==> src/rtl/gpio_irq_port_pkg.sv <==
package gpio_irq_port_pkg;

   localparam int ADDR_W = 3;

   localparam logic [ADDR_W-1:0] A_VALUE = 3'd0;
   localparam logic [ADDR_W-1:0] A_DIR   = 3'd1;
   localparam logic [ADDR_W-1:0] A_CLEAR = 3'd2;
   localparam logic [ADDR_W-1:0] A_SELA  = 3'd3;
   localparam logic [ADDR_W-1:0] A_SELB  = 3'd4;

   typedef enum logic [2:0] {
      PM_INPUT,
      PM_OUTPUT,
      PM_ALTFN,
      PM_LEVEL,
      PM_EDGE
   } pin_mode_e;

   function automatic pin_mode_e decode_mode(input logic dir, input logic sel_a,
                                             input logic sel_b);
      if (sel_b && sel_a) return dir ? PM_EDGE : PM_LEVEL;
      if (sel_a)          return PM_ALTFN;
      if (sel_b)          return PM_INPUT;
      return dir ? PM_INPUT : PM_OUTPUT;
   endfunction

endpackage

==> src/rtl/gpio_irq_sync.sv <==
module gpio_irq_sync #(
   parameter int WIDTH  = 8,
   parameter int STAGES = 2
) (
   input  logic             clk,
   input  logic             rst_n,
   input  logic [WIDTH-1:0] d,
   output logic [WIDTH-1:0] q
);

   generate
      if (STAGES < 2) begin : g_bad_stages
         $error("gpio_irq_sync: STAGES must be at least 2");
      end
   endgenerate

   logic [WIDTH-1:0] chain [STAGES];

   always_ff @(posedge clk or negedge rst_n) begin
      if (!rst_n) begin
         for (int k = 0; k < STAGES; k++) chain[k] <= '0;
      end else begin
         chain[0] <= d;
         for (int k = 1; k < STAGES; k++) chain[k] <= chain[k-1];
      end
   end

   assign q = chain[STAGES-1];

endmodule

==> src/rtl/gpio_irq_pin.sv <==
module gpio_irq_pin
   import gpio_irq_port_pkg::*;
#(
   parameter int QUAL_CYCLES = 2
) (
   input  logic      clk,
   input  logic      rst_n,
   input  pin_mode_e mode,
   input  logic      pol,
   input  logic      pin_s,
   input  logic      clr,
   output logic      irq
);

   localparam int CNT_W = $clog2(QUAL_CYCLES + 1);
   localparam logic [CNT_W-1:0] CNT_TOP = CNT_W'(QUAL_CYCLES);

   generate
      if (QUAL_CYCLES < 1) begin : g_bad_qual
         $error("gpio_irq_pin: QUAL_CYCLES must be at least 1");
      end
   endgenerate

   logic             pin_d;
   logic [CNT_W-1:0] cnt_q;
   logic             pend_q;
   logic             lvl_match;
   logic             lvl_irq;
   logic             edge_hit;

   assign lvl_match = (mode == PM_LEVEL) && (pin_s == pol);
   assign lvl_irq   = lvl_match && (cnt_q == CNT_TOP);
   assign edge_hit  = (mode == PM_EDGE) &&
                      (pol ? (pin_s && !pin_d) : (!pin_s && pin_d));

   always_ff @(posedge clk or negedge rst_n) begin
      if (!rst_n) begin
         pin_d  <= 1'b0;
         cnt_q  <= '0;
         pend_q <= 1'b0;
      end else begin
         pin_d <= pin_s;
         if (!lvl_match)            cnt_q <= '0;
         else if (cnt_q != CNT_TOP) cnt_q <= cnt_q + 1'b1;
         if (edge_hit)  pend_q <= 1'b1;
         else if (clr)  pend_q <= 1'b0;
      end
   end

   assign irq = lvl_irq || pend_q;


   lvl_qualified_chk: assert property (@(posedge clk) disable iff (!rst_n)
      lvl_irq |-> $past(lvl_match));


   edge_latch_chk: assert property (@(posedge clk) disable iff (!rst_n)
      edge_hit |=> pend_q);


   edge_clear_chk: assert property (@(posedge clk) disable iff (!rst_n)
      (clr && !edge_hit) |=> !pend_q);


   no_spurious_pend_chk: assert property (@(posedge clk) disable iff (!rst_n)
      (!pend_q && !edge_hit) |=> !pend_q);

endmodule

==> src/rtl/gpio_irq_port.sv <==
module gpio_irq_port
   import gpio_irq_port_pkg::*;
#(
   parameter int               WIDTH       = 8,
   parameter int               SYNC_STAGES = 2,
   parameter int               QUAL_CYCLES = 2,
   parameter logic [WIDTH-1:0] ALT_IN_IDLE = '1
) (
   input  logic              clk,
   input  logic              rst_n,
   input  logic              bus_wr,
   input  logic [ADDR_W-1:0] bus_addr,
   input  logic [WIDTH-1:0]  bus_wdata,
   output logic [WIDTH-1:0]  bus_rdata,
   input  logic [WIDTH-1:0]  pin_in,
   output logic [WIDTH-1:0]  pin_out,
   output logic [WIDTH-1:0]  pin_oe,
   input  logic [WIDTH-1:0]  alt_out,
   input  logic [WIDTH-1:0]  alt_oe,
   output logic [WIDTH-1:0]  alt_in,
   output logic [WIDTH-1:0]  irq
);

   generate
      if (WIDTH < 1 || WIDTH > 32) begin : g_bad_width
         $error("gpio_irq_port: WIDTH must lie in 1..32");
      end
   endgenerate

   logic [WIDTH-1:0] value_q, dir_q, sela_q, selb_q;
   logic [WIDTH-1:0] pin_s;
   logic [WIDTH-1:0] clr_vec;
   logic [WIDTH-1:0] value_rd;

   always_ff @(posedge clk or negedge rst_n) begin
      if (!rst_n) begin
         value_q <= '0;
         dir_q   <= '1;
         sela_q  <= '0;
         selb_q  <= '0;
      end else if (bus_wr) begin
         case (bus_addr)
            A_VALUE: value_q <= bus_wdata;
            A_DIR:   dir_q   <= bus_wdata;
            A_SELA:  sela_q  <= bus_wdata;
            A_SELB:  selb_q  <= bus_wdata;
            default: ;
         endcase
      end
   end

   assign clr_vec = (bus_wr && bus_addr == A_CLEAR) ? bus_wdata : '0;

   gpio_irq_sync #(.WIDTH(WIDTH), .STAGES(SYNC_STAGES)) i_sync (
      .clk  (clk),
      .rst_n(rst_n),
      .d    (pin_in),
      .q    (pin_s)
   );

   for (genvar i = 0; i < WIDTH; i++) begin : g_pin
      pin_mode_e mode;
      logic      is_alt;
      assign mode   = decode_mode(dir_q[i], sela_q[i], selb_q[i]);
      assign is_alt = (mode == PM_ALTFN);

      assign pin_out[i]  = is_alt ? alt_out[i] : value_q[i];
      assign pin_oe[i]   = is_alt ? alt_oe[i] : (mode == PM_OUTPUT);
      assign alt_in[i]   = is_alt ? pin_s[i] : ALT_IN_IDLE[i];
      assign value_rd[i] = (is_alt || mode == PM_OUTPUT) ? value_q[i] : pin_s[i];

      gpio_irq_pin #(.QUAL_CYCLES(QUAL_CYCLES)) i_pin (
         .clk  (clk),
         .rst_n(rst_n),
         .mode (mode),
         .pol  (value_q[i]),
         .pin_s(pin_s[i]),
         .clr  (clr_vec[i]),
         .irq  (irq[i])
      );
   end

   always_comb begin
      case (bus_addr)
         A_VALUE: bus_rdata = value_rd;
         A_DIR:   bus_rdata = dir_q;
         A_SELA:  bus_rdata = sela_q;
         A_SELB:  bus_rdata = selb_q;
         default: bus_rdata = '0;
      endcase
   end


   dir_write_chk: assert property (@(posedge clk) disable iff (!rst_n)
      (bus_wr && bus_addr == A_DIR) |=> dir_q == $past(bus_wdata));


   sela_write_chk: assert property (@(posedge clk) disable iff (!rst_n)
      (bus_wr && bus_addr == A_SELA) |=> sela_q == $past(bus_wdata));

endmodule

==> config.mk <==
export PLATFORM = sky130hd
export DESIGN_NAME = gpio_irq_port
export DESIGN_NICKNAME = d
export VERILOG_FILES = /design/src/rtl/gpio_irq_port_pkg.sv /design/src/rtl/gpio_irq_sync.sv /design/src/rtl/gpio_irq_pin.sv /design/src/rtl/gpio_irq_port.sv
export SDC_FILE = /design/constraint.sdc
export NUM_CORES = 1
export LEC_CHECK = 0
export ABC_CLOCK_PERIOD_IN_PS = 1900
export BUFFER_PORTS_ARGS = -buffer_cell sky130_fd_sc_hd__buf_2
export CORE_ASPECT_RATIO = 1.25
export CORE_MARGIN = 2
export CORE_UTILIZATION = 30
export CTS_BUF_LIST = sky130_fd_sc_hd__clkbuf_8
export DETAILED_ROUTE_END_ITERATION = 8
export PLACE_DENSITY_LB_ADDON = 0.08
export SETUP_SLACK_MARGIN = 0.5
export SYNTH_ARGS = -nofsm -noshare
export SYNTH_HDL_FRONTEND = slang
export SYNTH_SLANG_ARGS = --single-unit
==> constraint.sdc <==
create_clock -name clk -period 1.9 [get_ports clk]
set_input_delay 0.095 -clock clk [delete_from_list [all_inputs] [get_ports clk]]
set_output_delay 0.095 -clock clk [all_outputs]
set_load 0.03 [all_outputs]
* Word level (Yosys, flattened, before mapping)
Cells that the tools add are included.
Word-level totals: word-level logic and storage cells 386, flip-flop bits (word level) 80, output and inout bits 40
Operators by class: reductions and logical operators 94, muxes and demuxes 186, $add $sub $neg 8, eq/ne operators 68
Operators by type and width (count):
- $mux 3 | 56
- $mux 1 | 112
- $eq 3x2->1 const B | 18
- $logic_and 1x1->1 | 49
- $mux 2 | 16
- $ne 2x2->1 const B | 16
- $pmux 8 s4 | 1
- $eq 3x1->1 const B | 9
- $eq 3x3->1 const B | 9
- $add 2x1->2 const B | 8
- $eq 2x2->1 const B | 8
- $logic_not 1->1 | 16
- $logic_or 1x1->1 | 16
- $reduce_bool 2->1 | 8
- $eq 1x1->1 | 8
- $mux 8 | 1
- $reduce_and 2->1 | 4
- $logic_not 3->1 | 1

* Longest topological paths before layout
Gate-level depths: netlist of run 1.
depth after elaboration 12, mapped depth 5, gate-level depth less buffers 5

* Modules after synthesis
A second synthesis of run 1 with hierarchy kept.
Unflattened totals: cells, all modules 417, area, all modules 4420.5 sq um
By module, submodules not included:
- gpio_irq_port | sequential area each 810.8 sq um, times used 1, cells each 225, area an instance 2328.5 sq um
- gpio_irq_pin | sequential area each 100.1 sq um, times used 8, cells each 21, area an instance 203.9 sq um
- gpio_irq_sync | sequential area each 400.4 sq um, times used 1, cells each 24, area an instance 460.4 sq um

* Worst setup path before layout of run 1
No wires, ideal clock.
kind register to output, from register value_q[4], to output port bus_rdata[4], data required time 1805 ps, cell stages (with the launch flop) 4, path slack 444 ps, buffers on the path 0, data arrival time 1361 ps, cells stage by stage dfrtp_1 > or4b_1 > or3_1 > nand3_1
Between the ends: word-level cells in the longest chain between the ends 2
Ends and longest elaborated chain:
- from (decl) | line gpio_irq_port.sv:30 | logic [WIDTH-1:0] value_q, dir_q, sela_q, selb_q;
- from (signal assigned) | line gpio_irq_port.sv:43 | A_VALUE: value_q <= bus_wdata;
- $mux 1 | line gpio_irq_port.sv:70 | assign value_rd[i] = (is_alt || mode == PM_OUTPUT) ? value_q[i] : pin_s[i];
- $pmux 8 s4 | line gpio_irq_port.sv:84 | case (bus_addr)
- to (decl) | line gpio_irq_port.sv:14 | output logic [WIDTH-1:0] bus_rdata,
Every way passes these cells.

* Worst setup path after layout of run 1
Same ends and word-level chain as after synthesis.

==> results of run 1 <==
[worst min path at each step]
stage,startpoint,to,slack (ps),cells past startpoint
finish,bus_wdata[2],dir_q[2]$_DFFE_PN1P_,40,2
global route,bus_wdata[2],dir_q[2]$_DFFE_PN1P_,20,2
CTS,bus_wdata[0],sela_q[0]$_DFFE_PN0P_,20,2
detailed placement,rst_n,i_sync.chain[11]$_DFF_PN0_,-10,1
global placement,rst_n,i_sync.chain[11]$_DFF_PN0_,-20,1
floorplan,rst_n,g_pin[0].i_pin.cnt_q[0]$_DFFE_PN0P_,-200,0
[cell usage after synthesis, types with 9 or more instances]
cell type and n:
mux2_2 48, nand2_1 9, nor2b_1 25, nand2b_1 16, a21oi_1 9, nor2_1 24
inv_1 16, dfrtp_1 72
[placed cells by master, fill, tap and decap left out, types with 9 or more instances in the layout]
cell and instances:
buf_2 40, clkbuf_8 10, nor2b_4 18, a21oi_1 9, buf_6 46, dlygate4sd3_1 9, nand2_1 9, mux2_2 40
nand3_2 9, dfrtp_1 49, inv_1 21, nor2_1 19, buf_4 69, nand2b_1 14, dfrtp_2 23
[per-layer routing]
metal  global-route usage, %  wire length (um)  part of all wire (%)
met1                   20.55              4890                    45
met2                   24.97              5382                    49
met3                   2.637               380                   3.5
met4                   6.540               269                   2.5
met5                       0                 0                     0
[metrics by stage]
| stage | cells | utilization, % | power, mW | setup WS, ps |
|---|---|---|---|---|
| floorplan | 370 | - | 3.659 | 514.8 |
| global placement | 624 | 35.85 | 4.102 | 36.02 |
| detailed placement | 624 | 35.85 | 4.127 | 47.14 |
| CTS | 701 | 43.50 | 5.994 | 89.52 |
| global route | 713 | 45.81 | 6.523 | 31.48 |
| finish | 713 | 45.81 | 6.143 | 76.89 |
[state kept, by name (all words and copies together), names as in the netlist]
register / cells
dir_q: 8
g_pin.i_pin.pin_d: 8
value_q: 8
g_pin.i_pin.pend_q: 8
i_sync.q: 8
selb_q: 8
sela_q: 8
g_pin.i_pin.cnt_q: 16
i_sync.chain: 8
[kinds of logic (layout without fill, tap and decap cells)]
group / Yosys count / count (layout) / share of synthesized area, %
AND/OR/NAND/NOR: 129 / 129 / 19.77
adder cells (fa/ha/maj): 8 / 8 / 2.397
buffers and inverters: 33 / 201 / 4.074
AO/OA/AOI/OAI: 56 / 56 / 9.287
multiplexers: 48 / 48 / 12.94
flip-flops: 80 / 80 / 48.17
XOR/XNOR: 16 / 16 / 3.355
[what timing repair did]
action | CTS | global route
hold buffers | 9 | 0
endpoints found under the setup margin | 33 | 48
pin swaps | 10 | 25
endpoints found under the hold margin | 80 | 0
gates resized for setup | 123 | 58
setup buffers | 52 | 12
[layout make-up]
type | instances | area, um2
clock buffer | 10 | 137.6
clock inverter | 6 | 23.77
fill | 1330 | 7421
inverter | 16 | 60.06
multi-input combinational | 257 | 2377
sequential | 80 | 2041
tap | 175 | 219.0
timing repair buffer | 169 | 1414
[critical path, stage by stage, from the launching register on]
cell and delay, ps:
dfrtp_1 360, or4b_1 460, or3_4 350, nand3_2 80
buf_6 130
[report_power, final]
group	leakage, nW	switching, mW	total (mW)	internal (mW)
clock network	0.102	0.598	1.08	0.486
registers	0.950	0.295	2.32	2.03
logic	1.83	1.24	2.74	1.50
total	2.88	2.13	6.14	4.01
==> flow_metrics.env, run 1 <==
export IMPL_grt_setup_unrepaired="yes"
export IMPL_vias=3441
export IMPL_syn2layout_area_growth_pct=50.18
export IMPL_drc=0
export IMPL_diodes=0
export IMPL_timing_rr_start="value_q[2]$_DFFE_PN0P_"
export IMPL_cp_required_ps=1800
export IMPL_dr_pass1_iters=4
export IMPL_grt_overflow=0
export IMPL_ys_warn_count=0
export IMPL_endpoint_kind="primary output"
export IMPL_synth_cells=370
export IMPL_ant_nets=0
export IMPL_vias_per_cell=4.826
export IMPL_drtIter0Drc=124
export IMPL_numPortBuffers=77
export IMPL_post_route_period_util_pct=95.95
export IMPL_hold_class="primary input to flop"
export IMPL_worstSetupStartpointType="flop"
export IMPL_cts_tree="yes"
export IMPL_synth_ff_type="dfrtp_1"
export IMPL_die_area_mm2=0.01489
export IMPL_ctsRootBufferMaster="clkbuf_8"
export IMPL_synthArstFlopShare_pct=100.0
export IMPL_setup_viol=0
export IMPL_min_period_ps=1823
export IMPL_drive_gt1_share_pct=56.88
export IMPL_final_setup_tns_ps=0
export IMPL_grt_pass1_wl_mm=17.77
export IMPL_crit_path_start="value_q[4]$_DFFE_PN0P_"
export IMPL_synth_edf_count=0
export IMPL_fin_area_mm2=0.006272
export IMPL_ir_drop_uv=403.8
export IMPL_yosysTopAreaCell="dfrtp_1"
export IMPL_worst_ep_arrival_time_ps=1730
export IMPL_grt_pass1_vias=3535
export IMPL_path_clk_slew_ps=80
export IMPL_synth_area_leaders="dfrtp_1, mux2_2, dfstp_2"
export IMPL_grt_antenna_before_repair=0
export IMPL_worstSetupEndpoint="bus_rdata[4]"
export IMPL_fin_skew_ps=9.878
export IMPL_die_width_um=109.5
export IMPL_critical_path_max_fanout=2
export IMPL_slew_headroom_pct=63.47
export IMPL_wl_per_cell_um=15.32
export IMPL_reg2reg_slack_ps=330
export IMPL_synth_cell_types=34
export IMPL_synth_nets=416
export IMPL_slew_violations=0
export IMPL_outcome="completed"
export IMPL_clk_latency_ps=360
export IMPL_max_cap_violations=0
export IMPL_hold_slack_ps=41.19
export IMPL_coreArea_mm2=0.01369
export IMPL_numCtsBuffers=9
export IMPL_h_tree_depth=3
export IMPL_critPathKind="flop to primary output"
export IMPL_dpl_hpwl_mm=7.093
export IMPL_powerDensity_mw_per_mm2=979.3
export IMPL_track_usage_pct=15.54
export IMPL_fp_dieH_um=135.9
export IMPL_p_leak_nw=2.882
export IMPL_fmaxAchievable_mhz=548.5
export IMPL_r2r_end="g_pin[2].i_pin.cnt_q[1]$_DFFE_PN0P_"
export IMPL_synth_area_mm2=0.004177
export IMPL_clockBufferDepth=2
export IMPL_start_util_pct=30.50
export IMPL_ys_ff_latch=80
export IMPL_gp_congestion=0.7388
export IMPL_yosysSeqAreaShare_pct=48.17
export IMPL_avgSynthCellArea_um2=11.29
export IMPL_totalWireLength_mm=10.92
export IMPL_place_area_mm2=0.004908
export IMPL_boundaryPins=78
export IMPL_rows=48
export IMPL_yosys_area_top_type_share_pct=43.14
export IMPL_clock_sinks=80
export IMPL_hold_viol=0
export IMPL_nNetsFinal=579
export IMPL_rr_worst_depth=10
export IMPL_worst_pin_slew_ps=547.3
export IMPL_grt_max_degree=39
No activity file was read; power rests on OpenSTA's default activity.
==> inputs of run 2 (changes only) <==
--- a/config.mk
+++ b/config.mk
@@ -10,7 +10,7 @@
 export CORE_ASPECT_RATIO = 1.25
 export CORE_MARGIN = 2
 export CORE_UTILIZATION = 30
-export CTS_BUF_LIST = sky130_fd_sc_hd__clkbuf_8
+export CTS_BUF_LIST = sky130_fd_sc_hd__clkbuf_8 sky130_fd_sc_hd__clkbuf_16
 export DETAILED_ROUTE_END_ITERATION = 8
 export PLACE_DENSITY_LB_ADDON = 0.08
 export SETUP_SLACK_MARGIN = 0.5
==> flow_metrics.env, run 2 (synthesis results as in run 1) <==
export IMPL_worstSetupStartpointType="flop"
export IMPL_min_period_ps=1796
export IMPL_dpl_hpwl_mm=7.093
export IMPL_die_area_mm2=0.01489
export IMPL_die_width_um=109.5
export IMPL_grt_overflow=0
export IMPL_numCtsBuffers=9
export IMPL_h_tree_depth=3
export IMPL_ctsRootBufferMaster="clkbuf_16"
export IMPL_grt_pass1_vias=3537
export IMPL_vias_per_cell=4.803
export IMPL_grt_pass1_wl_mm=17.84
export IMPL_top_register="g_pin.i_pin.cnt_q"
export IMPL_slew_headroom_pct=61.19
export IMPL_crit_path_top_delay_cell="or4b_1"
export IMPL_start_util_pct=30.50
export IMPL_hold_class="primary input to flop"
export IMPL_grt_antenna_before_repair=0
export IMPL_syn2layout_area_growth_pct=50.06
export IMPL_final_setup_tns_ps=0
export IMPL_worst_pin_slew_ps=581.5
export IMPL_layout_commonest_cell="buf_4"
export IMPL_path_clk_slew_ps=60
export IMPL_clock_sinks=80
export IMPL_cts_tree="yes"
export IMPL_worst_ep_arrival_time_ps=1700
export IMPL_endpoint_kind="primary output"
export IMPL_nNetsFinal=575
export IMPL_numPortBuffers=77
export IMPL_drc=0
export IMPL_outcome="completed"
export IMPL_gp_congestion=0.7388
export IMPL_powerDensity_mw_per_mm2=1045
export IMPL_critPathKind="flop to primary output"
export IMPL_slowest_delay_ps=460
export IMPL_slew_violations=0
export IMPL_p_leak_nw=2.880
export IMPL_vias=3405
export IMPL_totalWireLength_mm=11.00
export IMPL_diodes=0
export IMPL_boundaryPins=78
export IMPL_clk_latency_ps=340
export IMPL_coreArea_mm2=0.01369
export IMPL_grt_setup_unrepaired="yes"
export IMPL_ant_nets=0
export IMPL_cp_required_ps=1800
export IMPL_critical_path_max_fanout=2
export IMPL_fmaxAchievable_mhz=556.8
export IMPL_largest_reg_flops=16
export IMPL_instances_no_fill=709
export IMPL_worstPathCellList="or4b_1, or3_4, nand3_2, buf_6"
export IMPL_grt_max_degree=39
export IMPL_max_cap_violations=0
export IMPL_fp_dieH_um=135.9
export IMPL_drtIter0Drc=97
export IMPL_clockBufferDepth=2
export IMPL_fin_skew_ps=5.615
export IMPL_track_usage_pct=15.68
export IMPL_layout_common_cells="buf_4, dfrtp_1, mux2_2, buf_2, buf_6"
export IMPL_wl_per_cell_um=15.52
export IMPL_rows=48
export IMPL_dr_pass1_iters=4
export IMPL_nFillCells=1327
export IMPL_drive_gt1_share_pct=56.18
export IMPL_cp_top_family="simple AND/OR/NAND/NOR gates"
export IMPL_path_buf_inv=1
export IMPL_post_route_period_util_pct=94.53
export IMPL_ir_drop_uv=411.0
export IMPL_dp_cells=624
export IMPL_hold_viol=0
export IMPL_setup_viol=0
run 2: path summary, 6_finish.rpt:
kind | slack, ps | startpoint | end | cells past startpoint
min reg2reg | 350 | i_sync.chain[11]$_DFF_PN0_ | i_sync.q[3]$_DFF_PN0_ | 0
max | 100 | value_q[4]$_DFFE_PN0P_ | bus_rdata[4] | 4
min in group asynchronous | 160 | rst_n | g_pin[3].i_pin.cnt_q[0]$_DFFE_PN0P_ | 2
max in group asynchronous | 1060 | rst_n | dir_q[0]$_DFFE_PN1P_ | 3
min | 70 | bus_wdata[2] | dir_q[2]$_DFFE_PN1P_ | 2
max reg2reg | 470 | value_q[2]$_DFFE_PN0P_ | g_pin[2].i_pin.cnt_q[1]$_DFFE_PN0P_ | 8
run 2: layout make-up:
class	instances	area [um2]	share of cell area, %
clock buffer	10	239.0	3.813
inverter	16	60.06	0.9583
timing repair buffer	165	1341	21.40
sequential	80	2042	32.58
tap	175	219.0	3.494
multi-input combinational	257	2342	37.37
clock inverter	6	23.77	0.3793
run 2: report_power, final:
group / internal, mW / switching (mW)
Clock: 0.894 / 0.653
Combinational: 1.45 / 1.21
Sequential: 2.03 / 0.304
run 2: layer usage:
layer	GRT usage, %	up-vias	routed length [um]
met5	0	-	0
met2	25.17	62	5445
met3	2.924	18	363
li1	-	1650	-
met4	6.751	0	236
met1	20.51	1675	4960
run 2: timing repair:
item | 4_1_cts | 5_1_grt
gates resized for setup | 120 | 47
pin swaps | 10 | 22
setup buffers | 45 | 15
hold endpoints to repair | 56 | 0
hold buffers | 9 | 0
setup endpoints to repair | 32 | 48
run 2: per-stage QoR:
| step | total power, mW | hold slack, ps | utilization (%) | area, um2 | setup slack (ps) |
|---|---|---|---|---|---|
| 5_1_grt | 6.932 | 49.05 | 45.77 | 6267 | 59.58 |
| 6_report | 6.546 | 66.77 | 45.77 | 6267 | 104.0 |
| 3_3_place_gp | 4.102 | -19.27 | 35.85 | 4908 | 36.02 |
| 3_5_place_dp | 4.127 | -14.66 | 35.85 | 4908 | 47.14 |
| 4_1_cts | 6.408 | 47.00 | 43.67 | 5979 | 120.0 |
| 2_1_floorplan | 3.659 | -200.6 | - | 4217 | 514.8 |
==> inputs of run 3 (changes only) <==
--- a/config.mk
+++ b/config.mk
@@ -9,7 +9,7 @@
 export BUFFER_PORTS_ARGS = -buffer_cell sky130_fd_sc_hd__buf_2
 export CORE_ASPECT_RATIO = 1.25
 export CORE_MARGIN = 2
-export CORE_UTILIZATION = 30
+export CORE_UTILIZATION = 50
 export CTS_BUF_LIST = sky130_fd_sc_hd__clkbuf_8 sky130_fd_sc_hd__clkbuf_16
 export DETAILED_ROUTE_END_ITERATION = 8
 export PLACE_DENSITY_LB_ADDON = 0.08
==> flow_metrics.env, run 3 (synthesis results as in run 1) <==
export IMPL_outcome="complete, but fails checks"
export IMPL_violations="DRC"
export IMPL_r2r_end="g_pin[0].i_pin.cnt_q[1]$_DFFE_PN0P_"
export IMPL_totalWireLength_mm=11.05
export IMPL_max_cap_violations=0
export IMPL_fin_area_mm2=0.006355
export IMPL_ant_nets=0
export IMPL_coreArea_mm2=0.008194
export IMPL_ctsRootBufferMaster="clkbuf_8"
export IMPL_layout_commonest_cell="buf_6"
export IMPL_start_util_pct=50.97
export IMPL_slowest_delay_ps=470
export IMPL_place_area_mm2=0.004725
export IMPL_min_period_ps=1849
export IMPL_fmaxAchievable_mhz=540.9
export IMPL_crit_path_start="value_q[2]$_DFFE_PN0P_"
export IMPL_clockBufferDepth=2
export IMPL_drive_gt1_share_pct=60.29
export IMPL_setup_viol=0
export IMPL_hold_class="primary input to flop"
export IMPL_h_tree_depth=3
export IMPL_clk_latency_ps=350
export IMPL_rr_worst_depth=10
export IMPL_die_area_mm2=0.009105
export IMPL_fin_skew_ps=4.763
export IMPL_layout_common_cells="buf_6, buf_4, dfrtp_1, mux2_2, buf_2"
export IMPL_wl_per_cell_um=17.24
export IMPL_path_buf_inv=1
export IMPL_grt_pass1_vias=3572
export IMPL_endpoint_kind="primary output"
export IMPL_nNetsFinal=585
export IMPL_grt_pass1_wl_mm=16.54
export IMPL_powerDensity_mw_per_mm2=1021
export IMPL_rows=37
export IMPL_worst_pin_slew_ps=699.7
export IMPL_diodes=0
export IMPL_critPathKind="flop to primary output"
export IMPL_hold_viol=0
export IMPL_worst_ep_arrival_time_ps=1750
export IMPL_hold_depth=2
export IMPL_boundaryPins=78
export IMPL_vias_per_cell=5.573
export IMPL_grt_max_degree=37
export IMPL_grt_overflow=0
export IMPL_track_usage_pct=23.24
export IMPL_syn2layout_area_growth_pct=52.16
export IMPL_cp_required_ps=1800
export IMPL_drc=5
export IMPL_critical_path_max_fanout=2
export IMPL_nFillCells=525
export IMPL_dp_slack_ps=113.3
export IMPL_layout_area_seq_mm2=0.002041
export IMPL_vias=3572
export IMPL_cts_tree="yes"
export IMPL_reg2reg_slack_ps=290
export IMPL_hp_start="bus_wdata[7]"
export IMPL_grt_setup_unrepaired="yes"
export IMPL_multi_input_comb_area_mm2=0.002424
export IMPL_ir_drop_uv=767.7
export IMPL_numPortBuffers=77
export IMPL_drtIter0Drc=102
export IMPL_post_route_period_util_pct=97.30
export IMPL_largest_reg_flops=16
export IMPL_timing_rr_start="value_q[0]$_DFFE_PN0P_"
export IMPL_crit_path_top_delay_cell="or4b_4"
export IMPL_holdPathEnd="dir_q[7]$_DFFE_PN1P_"
export IMPL_top_register="g_pin.i_pin.cnt_q"
export IMPL_worstSetupStartpointType="flop"
export IMPL_numCtsBuffers=9
export IMPL_die_width_um=85.75
export IMPL_dr_pass1_iters=7
export IMPL_cp_top_family="simple AND/OR/NAND/NOR gates"
export IMPL_slew_violations=0
export IMPL_grt_antenna_before_repair=0
export IMPL_slew_headroom_pct=53.35
export IMPL_fp_dieH_um=106.2
export IMPL_path_clk_slew_ps=80
export IMPL_gp_congestion=0.8238
export IMPL_worstPathCellList="or4b_4, or3_4, nand3_2, buf_6"
export IMPL_clock_sinks=80
export IMPL_p_leak_nw=2.926
export IMPL_setup_ws_ps=51.29
export IMPL_dpl_hpwl_mm=6.152
[run 3: cell count changes in the layout (fill, tap and decap cells not counted), sizes merged]
cell,previous run,this run
buf,155,165
inv,21,17
clkinvlp,0,2
bufinv,0,1
clkinv,1,2
[run 3: report_power, final]
part	internal, mW	switching, mW
sequential	2.03	0.327
combinational	1.57	1.28
clock	0.647	0.640
[run 3: per-stage QoR]
stage	util (%)	instances	hold slack (ps)	setup TNS [ps]	power (mW)
after floorplan	-	370	-200.6	0	3.659
after global placement	57.66	539	30.70	0	4.025
after detailed placement	57.66	539	33.24	0	4.066
after CTS	71.63	625	19.39	0	6.108
after global routing	77.55	641	22.74	-54.12	6.799
final	77.55	641	33.37	0	6.487
[run 3: layer usage]
| layer | vias to the layer above | share of wire, % | global-route usage, % |
|---|---|---|---|
| li1 | 1657 | - | - |
| met1 | 1795 | 39 | 26.81 |
| met3 | 28 | 3.4 | 3.571 |
| met2 | 92 | 55 | 41.52 |
| met4 | 0 | 2.8 | 11.22 |
| met5 | - | 0 | 0 |
[run 3: worst max-delay path by stage]
stage               depth (start not counted)  slack, ps            to
global route                                4        -50  bus_rdata[4]
global placement                            5        190  bus_rdata[2]
floorplan                                   3        510  bus_rdata[4]
detailed placement                          5        110  bus_rdata[3]
finish                                      4         50  bus_rdata[2]
CTS                                         4         50  bus_rdata[2]
[run 3: repair_timing]
item / 4_1_cts / 5_1_grt
hold buffers: 9 / 0
gates resized for setup: 115 / 100
pin swaps: 18 / 31
setup buffers: 61 / 16
endpoints found under the hold margin: 64 / 0
endpoints found under the setup margin: 33 / 46
[run 3: cell type report]
class | instances | share of cell area (%)
clock buffers | 10 | 2.166
clock inverters | 6 | 1.063
inverters | 16 | 0.9451
multi-input cells | 257 | 38.14
flip-flops and latches | 80 | 32.11
well taps | 97 | 1.910
repair buffers | 175 | 23.67
